==> src/rtl/dlf_pkg.sv <==
package dlf_pkg;
  typedef enum logic [1:0] {
    BT_FIXED = 2'd0,
    BT_INCR  = 2'd1,
    BT_WRAP  = 2'd2
  } burst_t;

  typedef enum logic {
    ST_IDLE = 1'b0,
    ST_BUSY = 1'b1
  } state_t;
endpackage

==> src/rtl/dlf_decide.sv <==
module dlf_decide
  import dlf_pkg::*;
#(
  parameter int AW     = 32,
  parameter int LINE_B = 32,
  parameter int PAGE_B = 4096,
  parameter int BEAT_B = 8,
  parameter int LEN_W  = 4
) (
  input  logic [AW-1:0]    addr,
  input  logic [1:0]       burst,
  input  logic [LEN_W-1:0] len,
  input  logic             wide,
  input  logic             pref,
  input  logic             excl,
  input  logic             en,
  input  logic             wrap_off,
  input  logic             incr_en,
  output logic             dbl,
  output logic [AW-1:0]    out_addr,
  output logic             out_incr,
  output logic [LEN_W-1:0] out_len,
  output logic [AW-1:0]    second_addr
);
  localparam int OFF_W  = $clog2(LINE_B);
  localparam int BO_W   = $clog2(BEAT_B);
  localparam int PG_W   = $clog2(PAGE_B);
  localparam int LBEATS = LINE_B / BEAT_B;
  localparam logic [LEN_W-1:0] SGL_LEN = LEN_W'(LBEATS - 1);
  localparam logic [LEN_W-1:0] DBL_LEN = LEN_W'(2 * LBEATS - 1);
  localparam logic [AW-1:0] LINE_MASK = ~AW'(LINE_B - 1);
  localparam logic [AW-1:0] PAIR_MASK = ~AW'(2 * LINE_B - 1);

  logic mid_nz, upper, page_last, kind_ok, qualify;

  always_comb begin
    mid_nz    = |addr[OFF_W-1:BO_W];
    upper     = addr[OFF_W];
    page_last = &addr[PG_W-1:OFF_W];
    kind_ok   = (burst == BT_INCR) || (burst == BT_WRAP);
    qualify   = en && wide && (len == SGL_LEN) && kind_ok && !(pref && excl);

    dbl      = 1'b0;
    out_addr = addr;
    out_incr = 1'b0;
    out_len  = SGL_LEN;
    if (qualify && !(wrap_off && mid_nz)) begin
      if (incr_en && upper) begin
        if (!page_last) begin
          dbl      = 1'b1;
          out_addr = addr & LINE_MASK;
          out_incr = 1'b1;
          out_len  = DBL_LEN;
        end
      end else begin
        dbl      = 1'b1;
        out_addr = addr & PAIR_MASK;
        out_len  = DBL_LEN;
      end
    end
    second_addr = (out_addr & LINE_MASK) + AW'(LINE_B);
  end
endmodule

==> src/rtl/dlf_beat_buf.sv <==
module dlf_beat_buf #(
  parameter int DW    = 64,
  parameter int DEPTH = 4
) (
  input  logic          clk,
  input  logic          rst_n,
  input  logic          push,
  input  logic [DW-1:0] din,
  input  logic          pop,
  output logic [DW-1:0] dout,
  output logic          empty
);
  localparam int PW = $clog2(DEPTH);

  logic [DW-1:0] mem [DEPTH];
  logic [PW-1:0] wr_q, wr_d, rd_q, rd_d;
  logic [PW:0]   cnt_q, cnt_d;

  genvar gi;
  generate
    for (gi = 0; gi < DEPTH; gi++) begin : g_ent
      always_ff @(posedge clk) begin
        if (push && (wr_q == PW'(gi))) mem[gi] <= din;
      end
    end
  endgenerate

  always_comb begin
    wr_d  = push ? wr_q + 1'b1 : wr_q;
    rd_d  = pop ? rd_q + 1'b1 : rd_q;
    cnt_d = cnt_q + (PW+1)'(push) - (PW+1)'(pop);
    dout  = mem[rd_q];
    empty = (cnt_q == '0);
  end

  always_ff @(posedge clk or negedge rst_n) begin
    if (!rst_n) begin
      wr_q  <= '0;
      rd_q  <= '0;
      cnt_q <= '0;
    end else begin
      wr_q  <= wr_d;
      rd_q  <= rd_d;
      cnt_q <= cnt_d;
    end
  end
endmodule

==> src/rtl/dlf_gen.sv <==
module dlf_gen
  import dlf_pkg::*;
#(
  parameter int AW     = 32,
  parameter int DW     = 64,
  parameter int LINE_B = 32,
  parameter int PAGE_B = 4096,
  parameter int LEN_W  = 4
) (
  input  logic             clk,
  input  logic             rst_n,
  input  logic             cfg_dbl_en,
  input  logic             cfg_wrap_off,
  input  logic             cfg_incr_en,
  input  logic             cfg_excl,
  input  logic             req_valid,
  output logic             req_ready,
  input  logic [AW-1:0]    req_addr,
  input  logic [1:0]       req_burst,
  input  logic [LEN_W-1:0] req_len,
  input  logic             req_wide,
  input  logic             req_pref,
  output logic             dn_valid,
  output logic [AW-1:0]    dn_addr,
  output logic             dn_incr,
  output logic [LEN_W-1:0] dn_len,
  output logic             lk_valid,
  output logic [AW-1:0]    lk_addr,
  input  logic             lk_done,
  input  logic             lk_hit,
  input  logic             rd_valid,
  input  logic [DW-1:0]    rd_data,
  output logic             fb_valid,
  output logic [DW-1:0]    fb_data,
  output logic             fb_line,
  output logic [1:0]       fb_beat
);
  localparam int BEAT_B = DW / 8;
  localparam int LBEATS = LINE_B / BEAT_B;
  localparam int BI_W   = $clog2(LBEATS);
  localparam int CNT_W  = $clog2(2 * LBEATS) + 1;

  // decision for the request at the port
  logic             dec_dbl, dec_incr;
  logic [AW-1:0]    dec_addr, dec_second;
  logic [LEN_W-1:0] dec_len;

  dlf_decide #(
    .AW(AW), .LINE_B(LINE_B), .PAGE_B(PAGE_B), .BEAT_B(BEAT_B), .LEN_W(LEN_W)
  ) u_decide (
    .addr(req_addr), .burst(req_burst), .len(req_len), .wide(req_wide),
    .pref(req_pref), .excl(cfg_excl), .en(cfg_dbl_en), .wrap_off(cfg_wrap_off),
    .incr_en(cfg_incr_en), .dbl(dec_dbl), .out_addr(dec_addr),
    .out_incr(dec_incr), .out_len(dec_len), .second_addr(dec_second)
  );

  // second-line holding buffer
  logic          push, pop, buf_empty;
  logic [DW-1:0] buf_dout;

  dlf_beat_buf #(.DW(DW), .DEPTH(LBEATS)) u_buf (
    .clk(clk), .rst_n(rst_n), .push(push), .din(rd_data),
    .pop(pop), .dout(buf_dout), .empty(buf_empty)
  );

  state_t           st_q, st_d;
  logic             dbl_q, dbl_d, known_q, known_d, hit_q, hit_d;
  logic [CNT_W-1:0] rx_q, rx_d, total;
  logic [BI_W-1:0]  pidx_q, pidx_d;
  logic             accept, beat_in, first, lk_take, done, cmd_en, fb_en;
  logic             fb_valid_d, fb_line_d;
  logic [DW-1:0]    fb_data_d;
  logic [BI_W-1:0]  fb_beat_d;
  logic             dn_valid_q, lk_valid_q, dn_incr_q, fb_valid_q, fb_line_q;
  logic [AW-1:0]    dn_addr_q, lk_addr_q;
  logic [LEN_W-1:0] dn_len_q;
  logic [DW-1:0]    fb_data_q;
  logic [BI_W-1:0]  fb_beat_q;

  // next-state logic
  always_comb begin
    total   = dbl_q ? CNT_W'(2 * LBEATS) : CNT_W'(LBEATS);
    accept  = (st_q == ST_IDLE) && req_valid;
    beat_in = (st_q == ST_BUSY) && rd_valid && (rx_q < total);
    first   = rx_q < CNT_W'(LBEATS);
    push    = beat_in && !first;
    pop     = !buf_empty && known_q;
    lk_take = (st_q == ST_BUSY) && dbl_q && !known_q && lk_done;
    done    = (st_q == ST_BUSY) && (rx_q == total) && buf_empty && (known_q || !dbl_q);

    st_d    = st_q;
    dbl_d   = dbl_q;
    known_d = known_q;
    hit_d   = hit_q;
    rx_d    = rx_q;
    pidx_d  = pidx_q;
    if (accept) begin
      st_d    = ST_BUSY;
      dbl_d   = dec_dbl;
      known_d = !dec_dbl;
      hit_d   = 1'b0;
      rx_d    = '0;
      pidx_d  = '0;
    end else begin
      if (done)    st_d = ST_IDLE;
      if (beat_in) rx_d = rx_q + 1'b1;
      if (pop)     pidx_d = pidx_q + 1'b1;
      if (lk_take) begin
        known_d = 1'b1;
        hit_d   = lk_hit;
      end
    end

    cmd_en     = accept || dn_valid_q || lk_valid_q;
    fb_valid_d = (beat_in && first) || (pop && !hit_q);
    fb_en      = fb_valid_d || fb_valid_q;
    fb_data_d  = (beat_in && first) ? rd_data : buf_dout;
    fb_line_d  = !(beat_in && first);
    fb_beat_d  = (beat_in && first) ? rx_q[BI_W-1:0] : pidx_q;
  end

  // control registers
  always_ff @(posedge clk or negedge rst_n) begin
    if (!rst_n) begin
      st_q    <= ST_IDLE;
      dbl_q   <= 1'b0;
      known_q <= 1'b1;
      hit_q   <= 1'b0;
      rx_q    <= '0;
      pidx_q  <= '0;
    end else begin
      st_q    <= st_d;
      dbl_q   <= dbl_d;
      known_q <= known_d;
      hit_q   <= hit_d;
      rx_q    <= rx_d;
      pidx_q  <= pidx_d;
    end
  end

  // command and lookup outputs
  always_ff @(posedge clk or negedge rst_n) begin
    if (!rst_n) begin
      dn_valid_q <= 1'b0;
      lk_valid_q <= 1'b0;
      dn_addr_q  <= '0;
      dn_incr_q  <= 1'b0;
      dn_len_q   <= '0;
      lk_addr_q  <= '0;
    end else if (cmd_en) begin
      dn_valid_q <= accept;
      lk_valid_q <= accept && dec_dbl;
      if (accept) begin
        dn_addr_q <= dec_addr;
        dn_incr_q <= dec_incr;
        dn_len_q  <= dec_len;
        lk_addr_q <= dec_second;
      end
    end
  end

  // fill-buffer outputs
  always_ff @(posedge clk or negedge rst_n) begin
    if (!rst_n) begin
      fb_valid_q <= 1'b0;
      fb_data_q  <= '0;
      fb_line_q  <= 1'b0;
      fb_beat_q  <= '0;
    end else if (fb_en) begin
      fb_valid_q <= fb_valid_d;
      fb_data_q  <= fb_data_d;
      fb_line_q  <= fb_line_d;
      fb_beat_q  <= fb_beat_d;
    end
  end

  assign req_ready = (st_q == ST_IDLE);
  assign dn_valid  = dn_valid_q;
  assign dn_addr   = dn_addr_q;
  assign dn_incr   = dn_incr_q;
  assign dn_len    = dn_len_q;
  assign lk_valid  = lk_valid_q;
  assign lk_addr   = lk_addr_q;
  assign fb_valid  = fb_valid_q;
  assign fb_data   = fb_data_q;
  assign fb_line   = fb_line_q;
  assign fb_beat   = 2'(fb_beat_q);
endmodule

==> config.mk <==
export PLATFORM = sky130hd
export DESIGN_NAME = dlf_gen
export DESIGN_NICKNAME = d
export VERILOG_FILES = /design/src/rtl/dlf_pkg.sv /design/src/rtl/dlf_decide.sv /design/src/rtl/dlf_beat_buf.sv /design/src/rtl/dlf_gen.sv
export SDC_FILE = /design/constraint.sdc
export NUM_CORES = 1
export LEC_CHECK = 0
export ABC_AREA = 1
export CORE_MARGIN = 3
export CORE_UTILIZATION = 40
export CTS_BUF_LIST = sky130_fd_sc_hd__clkbuf_16
export DETAILED_ROUTE_END_ITERATION = 6
export DONT_BUFFER_PORTS = 1
export PLACE_DENSITY_LB_ADDON = 0.3
export SLEW_MARGIN = 20
export SYNTH_ARGS = -nofsm -noshare
export SYNTH_HDL_FRONTEND = slang
export SYNTH_SLANG_ARGS = --single-unit
==> constraint.sdc <==
create_clock -name clk -period 7 [get_ports clk]
set_input_delay 1.4 -clock clk [delete_from_list [all_inputs] [get_ports clk]]
set_output_delay 1.4 -clock clk [all_outputs]
set_load 0.005 [all_outputs]
==> flow_metrics.env, run 1 <==
export IMPL_total_power_mw=8.541
export IMPL_layout_drive_gt1_share=0.07781
export IMPL_ios=254
export IMPL_final_nets=1735
export IMPL_cts_tree="yes"
export IMPL_grtUsageTotal=0.1865
export IMPL_worstPathRequired_ps=7490
export IMPL_coreArea_um2=42130
export IMPL_power_frac_comb=0.312
export IMPL_clkTransAtPathRegs_ps=60
export IMPL_worst_setup_path_end_kind="register"
export IMPL_die_h_um=213.1
export IMPL_fin_crit_ps=3677
export IMPL_fin_ws_ps=3323
export IMPL_rows=75
export IMPL_p_seq_frac=0.431
export IMPL_pre_cts_ws_ps=2803
export IMPL_cp_max_fo=71
export IMPL_ys_warn_count=0
export IMPL_r2r_start="dbl_q"
export IMPL_dieWidth_um=213.1
export IMPL_hold_path_class="reg2reg"
export IMPL_area_growth_pct=9.974
export IMPL_synth_area_per_cell_um2=10.45
export IMPL_synth_edf_count=256
export IMPL_setup_tns_ps=0
export IMPL_ys_ff_latch=405
export IMPL_fin_skew_ps=17.28
export IMPL_slew_headroom=0.2962
export IMPL_cts_buffers=45
export IMPL_fmax_ghz=0.2720
export IMPL_place_gp_congestion=0.8341
export IMPL_crit_path_start_kind="register"
export IMPL_start_util=0.4073
export IMPL_via_per_inst=5.312
export IMPL_ir_worst_vdd_v=0.0002483
export IMPL_crit_arrival_ps=4170
export IMPL_first_pass_iters=5
export IMPL_grt_pass1_vias=11465
export IMPL_p_int_mw=5.329
export IMPL_numPortBuffers=0
export IMPL_overflow=0
export IMPL_setup_viol=0
export IMPL_die_area_um2=45420
export IMPL_p_leak_nw=7.630
export IMPL_hold_viol=0
export IMPL_cts_resized=0
export IMPL_antenna_found_initial=0
export IMPL_clk_latency_ps=570
export IMPL_cts_sinks=405
export IMPL_run_status="complete, no violations"
export IMPL_cts_hold_repair_buffers=0
export IMPL_cp_endpoint="fb_data[41]"
export IMPL_synth_cell_types=42
export IMPL_async_flop_share=0.3679
export IMPL_r2r_slack_ps=3320
export IMPL_ant_nets=0
export IMPL_rsz0062_at_grt="false"
export IMPL_clkPwrFrac=0.257
export IMPL_synthesis_instances=1643
export IMPL_maxSlewViolCount=0
export IMPL_worstSetupPathType="reg2reg"
export IMPL_setup_worst_path_start="dbl_q"
export IMPL_switching_share=0.3760
export IMPL_routedWlPerCell_um=19.55
export IMPL_rr_endpoint="fb_data[41]"
export IMPL_cts_max_path_buffers=3
export IMPL_grt_max_degree=150
export IMPL_drc=0
export IMPL_worst_pin_slew_ps=1056
export IMPL_ys_flop_type="edfxtp_1"
export IMPL_htreeDepth=2
export IMPL_max_cap_violations=0
export IMPL_post_route_util=0.4479
export IMPL_reg2regPathDepth=13
export IMPL_synth_top_area_frac=0.4479
export IMPL_antenna_cells=0
export IMPL_seq_area_frac_synth=0.6653
export IMPL_routed_wl_um=42690
export IMPL_ctsRootBufferMaster="clkbuf_16"
export IMPL_vias=11601
export IMPL_grt_pass1_wl_um=66270
export IMPL_powerDensity_nw_per_um2=452.5
export IMPL_netSwitchingPower_mw=3.212
export IMPL_dp_hpwl_um=24930
export IMPL_synth_area_leaders="edfxtp_1 45%, dfrtp_1 22%, nand2_1 7.3%"
export IMPL_synth_top_area_cell="edfxtp_1"
export IMPL_fin_crit_sh=0.5253
export IMPL_initialDrtViolationCount=755
export IMPL_postCtsSetupRepairBufs=0
export IMPL_synth_cell_area_um2=17160
cell type report:
cell class | count | area (um^2)
flip-flops and latches | 405 | 11420
multi-input cells | 1023 | 4851
fillers | 3886 | 23260
well taps | 539 | 674.4
clock inverters | 38 | 245.2
repair buffers | 12 | 93.84
clock buffers | 45 | 1126
inverters | 122 | 460.4
Yosys cell counts (2+ instances only):
cell type / instances
nor2_1: 202
nor2_2: 6
inv_2: 9
a21oi_1: 4
xor2_1: 6
nor3_2: 2
ha_1: 11
dfrtp_1: 148
o22ai_1: 66
nand2_1: 334
o21ai_2: 16
clkbuf_1: 51
nand2_2: 12
buf_6: 9
nand4_1: 11
edfxtp_1: 256
o21bai_1: 4
o211ai_1: 2
o21ai_1: 112
o21ai_0: 85
inv_1: 113
buf_1: 11
or2_1: 2
nor3_1: 9
buf_2: 19
nand3_1: 121
buf_4: 7
per-stage QoR:
step | cell area, um^2 | std cells | hold slack [ps]
after floorplan | 17180 | 1648 | 456.1
after global placement | 17500 | 2101 | 485.4
after detailed placement | 17500 | 2101 | 494.9
after CTS | 18870 | 2184 | 490.8
after global routing | 18870 | 2184 | 493.3
final | 18870 | 2184 | 498.9
flip-flops by register name, summed over array words and instances (netlist names):
signal / count
u_buf.cnt_q: 3
lk_addr: 27
u_buf.rd_q: 2
st_q: 1
dn_addr: 32
known_q: 1
fb_valid: 1
fb_beat: 2
dn_valid: 1
fb_data: 64
u_buf.mem: 256
dn_len: 2
pidx_q: 2
lk_valid: 1
fb_line: 1
rx_q: 4
hit_q: 1
dn_incr: 1
u_buf.wr_q: 2
dbl_q: 1
power groups by stage:
stage / combinational (mW) / sequential, mW / clock (mW)
global placement: 2.65 / 3.74 / 0
detailed placement: 2.71 / 3.74 / 0
floorplan: 2.18 / 3.55 / 0
CTS: 2.72 / 3.71 / 2.26
global route: 3.08 / 3.76 / 2.37
finish: 2.66 / 3.68 / 2.19
cell families after synthesis:
logic type,share of synthesized area
compound gates,0.09566
buf+inv,0.05563
flops,0.6653
fa+ha+maj,0.009186
other cells,0.0002185
simple gates,0.1705
xor+xnor,0.003573
worst min-delay path by stage:
stage | from | endpoint | slack (ps) | cells after the start
floorplan | pidx_q[0] | pidx_q[0] | 460 | 1
global placement | pidx_q[0] | pidx_q[0] | 490 | 1
detailed placement | dn_addr[9] | dn_addr[9] | 490 | 2
CTS | rst_n | fb_data[29] | 490 | 0
global route | rst_n | fb_data[19] | 490 | 0
finish | pidx_q[0] | pidx_q[0] | 500 | 1
cells in the final DEF (no fill, tap or decap), drive strengths merged, types with 11 or more instances in the layout:
cell type,count
nand3,122
nor2,208
nor3,11
clkbuf,45
clkinv,19
edfxtp,256
buf,12
ha,11
nand2,347
o21ai,213
o22ai,66
inv,138
dfrtp,148
nand4,11
metal layers:
metal  track usage  vias up  routed length [um]
met5             0        -                   0
met1        0.2456     5672               18170
met3       0.06524       59                3717
li1              -     5530                   -
met2        0.2974      340               19940
met4       0.04717        0                 855
worst max-delay path: stages (launching register included):
cell and delay, ps:
dfrtp_1 380, inv_1 120, ha_1 260, inv_1 70, nor2_2 30, nor2_2 110, nand3_4 110, inv_2 90
nand2_4 520, nand2_2 230, or2_4 650, buf_4 680, nand2_1 130, o21ai_1 110
Note: power is estimated with default switching activity, not from simulation.
==> run 2: changes to the inputs <==
==> constraint.sdc (replaced) <==
create_clock -name clk -period 3.56 [get_ports clk]
set_input_delay 0.712 -clock clk [delete_from_list [all_inputs] [get_ports clk]]
set_output_delay 0.712 -clock clk [all_outputs]
set_load 0.005 [all_outputs]
==> run 2 against run 1 <==
  * The flow now finishes with violations (design-rule violations, negative hold slack)
  * Register-to-register slack lost 2500 ps
  * Flip-flop and latch count unchanged
  * First-iteration DRC count shrank 5.8%
  * Global-route usage down 0.51 points
  * Critical path depth did not move
  * Final cell count up 0.32%
  * Sequential share of layout area shrank 0.29 points
  * Via count is 0.16% lower
  * Die area unchanged
  * Highest routed layer unchanged
  * Worst setup slack got worse by 2500 ps
  * Largest power group unchanged
  * Maximum frequency is 34% higher
  * Critical endpoint is now fb_data[24]
==> flow_metrics.env, run 2 (synthesis gave the netlist of run 1 again) <==
export IMPL_routed_wl_um=42060
export IMPL_via_per_inst=5.287
export IMPL_initialDrtViolationCount=711
export IMPL_run_status="complete, but fails checks"
export IMPL_antenna_cells=0
export IMPL_final_cells=2191
export IMPL_largest_reg_flops=256
export IMPL_die_h_um=213.1
export IMPL_drc=3
export IMPL_max_stage_delay_ps=580
export IMPL_htreeDepth=2
export IMPL_clkTransAtPathRegs_ps=60
export IMPL_ir_worst_vdd_v=0.0005487
export IMPL_top_register="u_buf.mem"
export IMPL_ios=254
export IMPL_reg2regPathDepth=13
export IMPL_hold_path_class="in2async"
export IMPL_place_gp_congestion=0.8626
export IMPL_r2r_slack_ps=810
export IMPL_dp_cells=2111
export IMPL_fmax_ghz=0.3633
export IMPL_final_cell_mix="333 x nand2_1, 256 x edfxtp_1, 197 x nor2_1"
export IMPL_fillers=3893
export IMPL_final_nets=1744
export IMPL_worst_setup_path_end_kind="register"
export IMPL_ctsRootBufferMaster="clkbuf_16"
export IMPL_crit_chain="inv_1 -> ha_1 -> inv_1 -> nor2_2 -> nor2_2 -> nand3_4 -> inv_2 -> nand2_4 -> nand2_2 -> or2_4 -> buf_4 -> nand2_1 -> o21ai_1"
export IMPL_grt_max_degree=150
export IMPL_rows=75
export IMPL_ant_nets=0
export IMPL_crit_path_start_kind="register"
export IMPL_grt_pass1_wl_um=64410
export IMPL_placed_cell_area_um2=17600
export IMPL_fin_ws_ps=807.8
export IMPL_cts_buffers=44
export IMPL_fin_crit_sh=0.7731
export IMPL_post_route_util=0.4501
export IMPL_violations="design-rule violations, negative hold slack"
export IMPL_fin_area_um2=18960
export IMPL_fin_skew_ps=19.03
export IMPL_setup_tns_ps=0
export IMPL_p_leak_nw=7.696
export IMPL_maxSlewViolCount=0
export IMPL_final_common_cell="nand2_1"
export IMPL_worstSetupPathType="reg2reg"
export IMPL_layout_drive_gt1_share=0.08475
export IMPL_total_power_mw=16.83
export IMPL_dp_hpwl_um=24930
export IMPL_antenna_found_initial=0
export IMPL_slew_headroom=0.3626
export IMPL_cts_tree="yes"
export IMPL_clk_latency_ps=560
export IMPL_rsz0062_at_grt="false"
export IMPL_first_pass_iters=7
export IMPL_grtUsageTotal=0.1813
export IMPL_slowest_stage="or2_4"
export IMPL_fin_crit_ps=2752
export IMPL_pre_cts_ws_ps=750.8
export IMPL_hold_viol=148
export IMPL_dieWidth_um=213.1
export IMPL_grt_pass1_vias=11335
export IMPL_rr_endpoint="fb_data[24]"
export IMPL_coreArea_um2=42130
export IMPL_cp_max_fo=51
export IMPL_crit_arrival_ps=3230
export IMPL_die_area_um2=45420
export IMPL_max_cap_violations=0
export IMPL_vias=11583
export IMPL_fin_hold_ws_ps=-146.6
export IMPL_powerDensity_nw_per_um2=887.5
export IMPL_routedWlPerCell_um=19.19
export IMPL_setup_viol=0
export IMPL_cts_max_path_buffers=3
export IMPL_overflow=0
export IMPL_area_growth_pct=10.50
export IMPL_r2r_start="dbl_q"
export IMPL_cts_sinks=405
export IMPL_numPortBuffers=0
export IMPL_start_util=0.4073
export IMPL_worstPathRequired_ps=4030
export IMPL_worst_pin_slew_ps=956.1
==> run 2: cell count changes in the layout (fill, tap and decap cells not counted), sizes merged <==
cell and delta:
buf +10, inv -4, clkbuf +1, clkinv +1, clkinvlp -1
==> run 2: area by class of cell <==
| cell class | instances | area [um^2] | share of cell area |
|---|---|---|---|
| Inverter | 122 | 460.4 | 0.02428 |
| Clock inverter | 34 | 214.0 | 0.01128 |
| Sequential cell | 405 | 11420 | 0.6023 |
| Multi-Input combinational cell | 1023 | 4851 | 0.2558 |
| Clock buffer | 46 | 1151 | 0.06070 |
| Tap cell | 539 | 674.4 | 0.03556 |
| Timing Repair Buffer | 22 | 190.2 | 0.01003 |
==> run 2: what timing repair did <==
item                                   4_1_cts  5_1_grt
endpoints found under the hold margin      148      148
buffers inserted                             0        0
resized for setup                            0        0
==> run 2: worst max path at each step <==
stage	from	cells past startpoint	slack, ps	to
after floorplan	dbl_q	9	-980	u_buf.mem[0][0]
after detailed placement	req_pref	15	750	lk_addr[21]
after global routing	dbl_q	13	570	fb_data[23]
after global placement	req_burst[0]	14	810	lk_addr[21]
after CTS	dbl_q	13	790	fb_data[19]
final	dbl_q	13	810	fb_data[24]
==> run 2: report_power, final <==
part           internal (mW)  switching, mW
clock network           2.48           1.83
registers               6.33          0.922
logic                   1.74           3.52
total                   10.6           6.27
==> run 2: worst max-delay path: cells and delay by family, from the launching register on <==
| family | cells | cell delay (ps) |
|---|---|---|
| AND/OR/NAND/NOR | 7 | 1080 |
| AO/OA/AOI/OAI | 1 | 90 |
| adder cells (fa/ha/maj) | 1 | 260 |
| buffers and inverters | 4 | 810 |
| flip-flops | 1 | 380 |
==> run 2: routing by layer <==
layer	GRT usage	vias to the layer above	part of all wire	wire length, um
li1	-	5528	-	-
met1	0.2320	5664	0.42	17580
met4	0.05401	0	0.022	908
met3	0.06538	68	0.085	3590
met5	0	-	0	0
met2	0.2915	323	0.48	19980
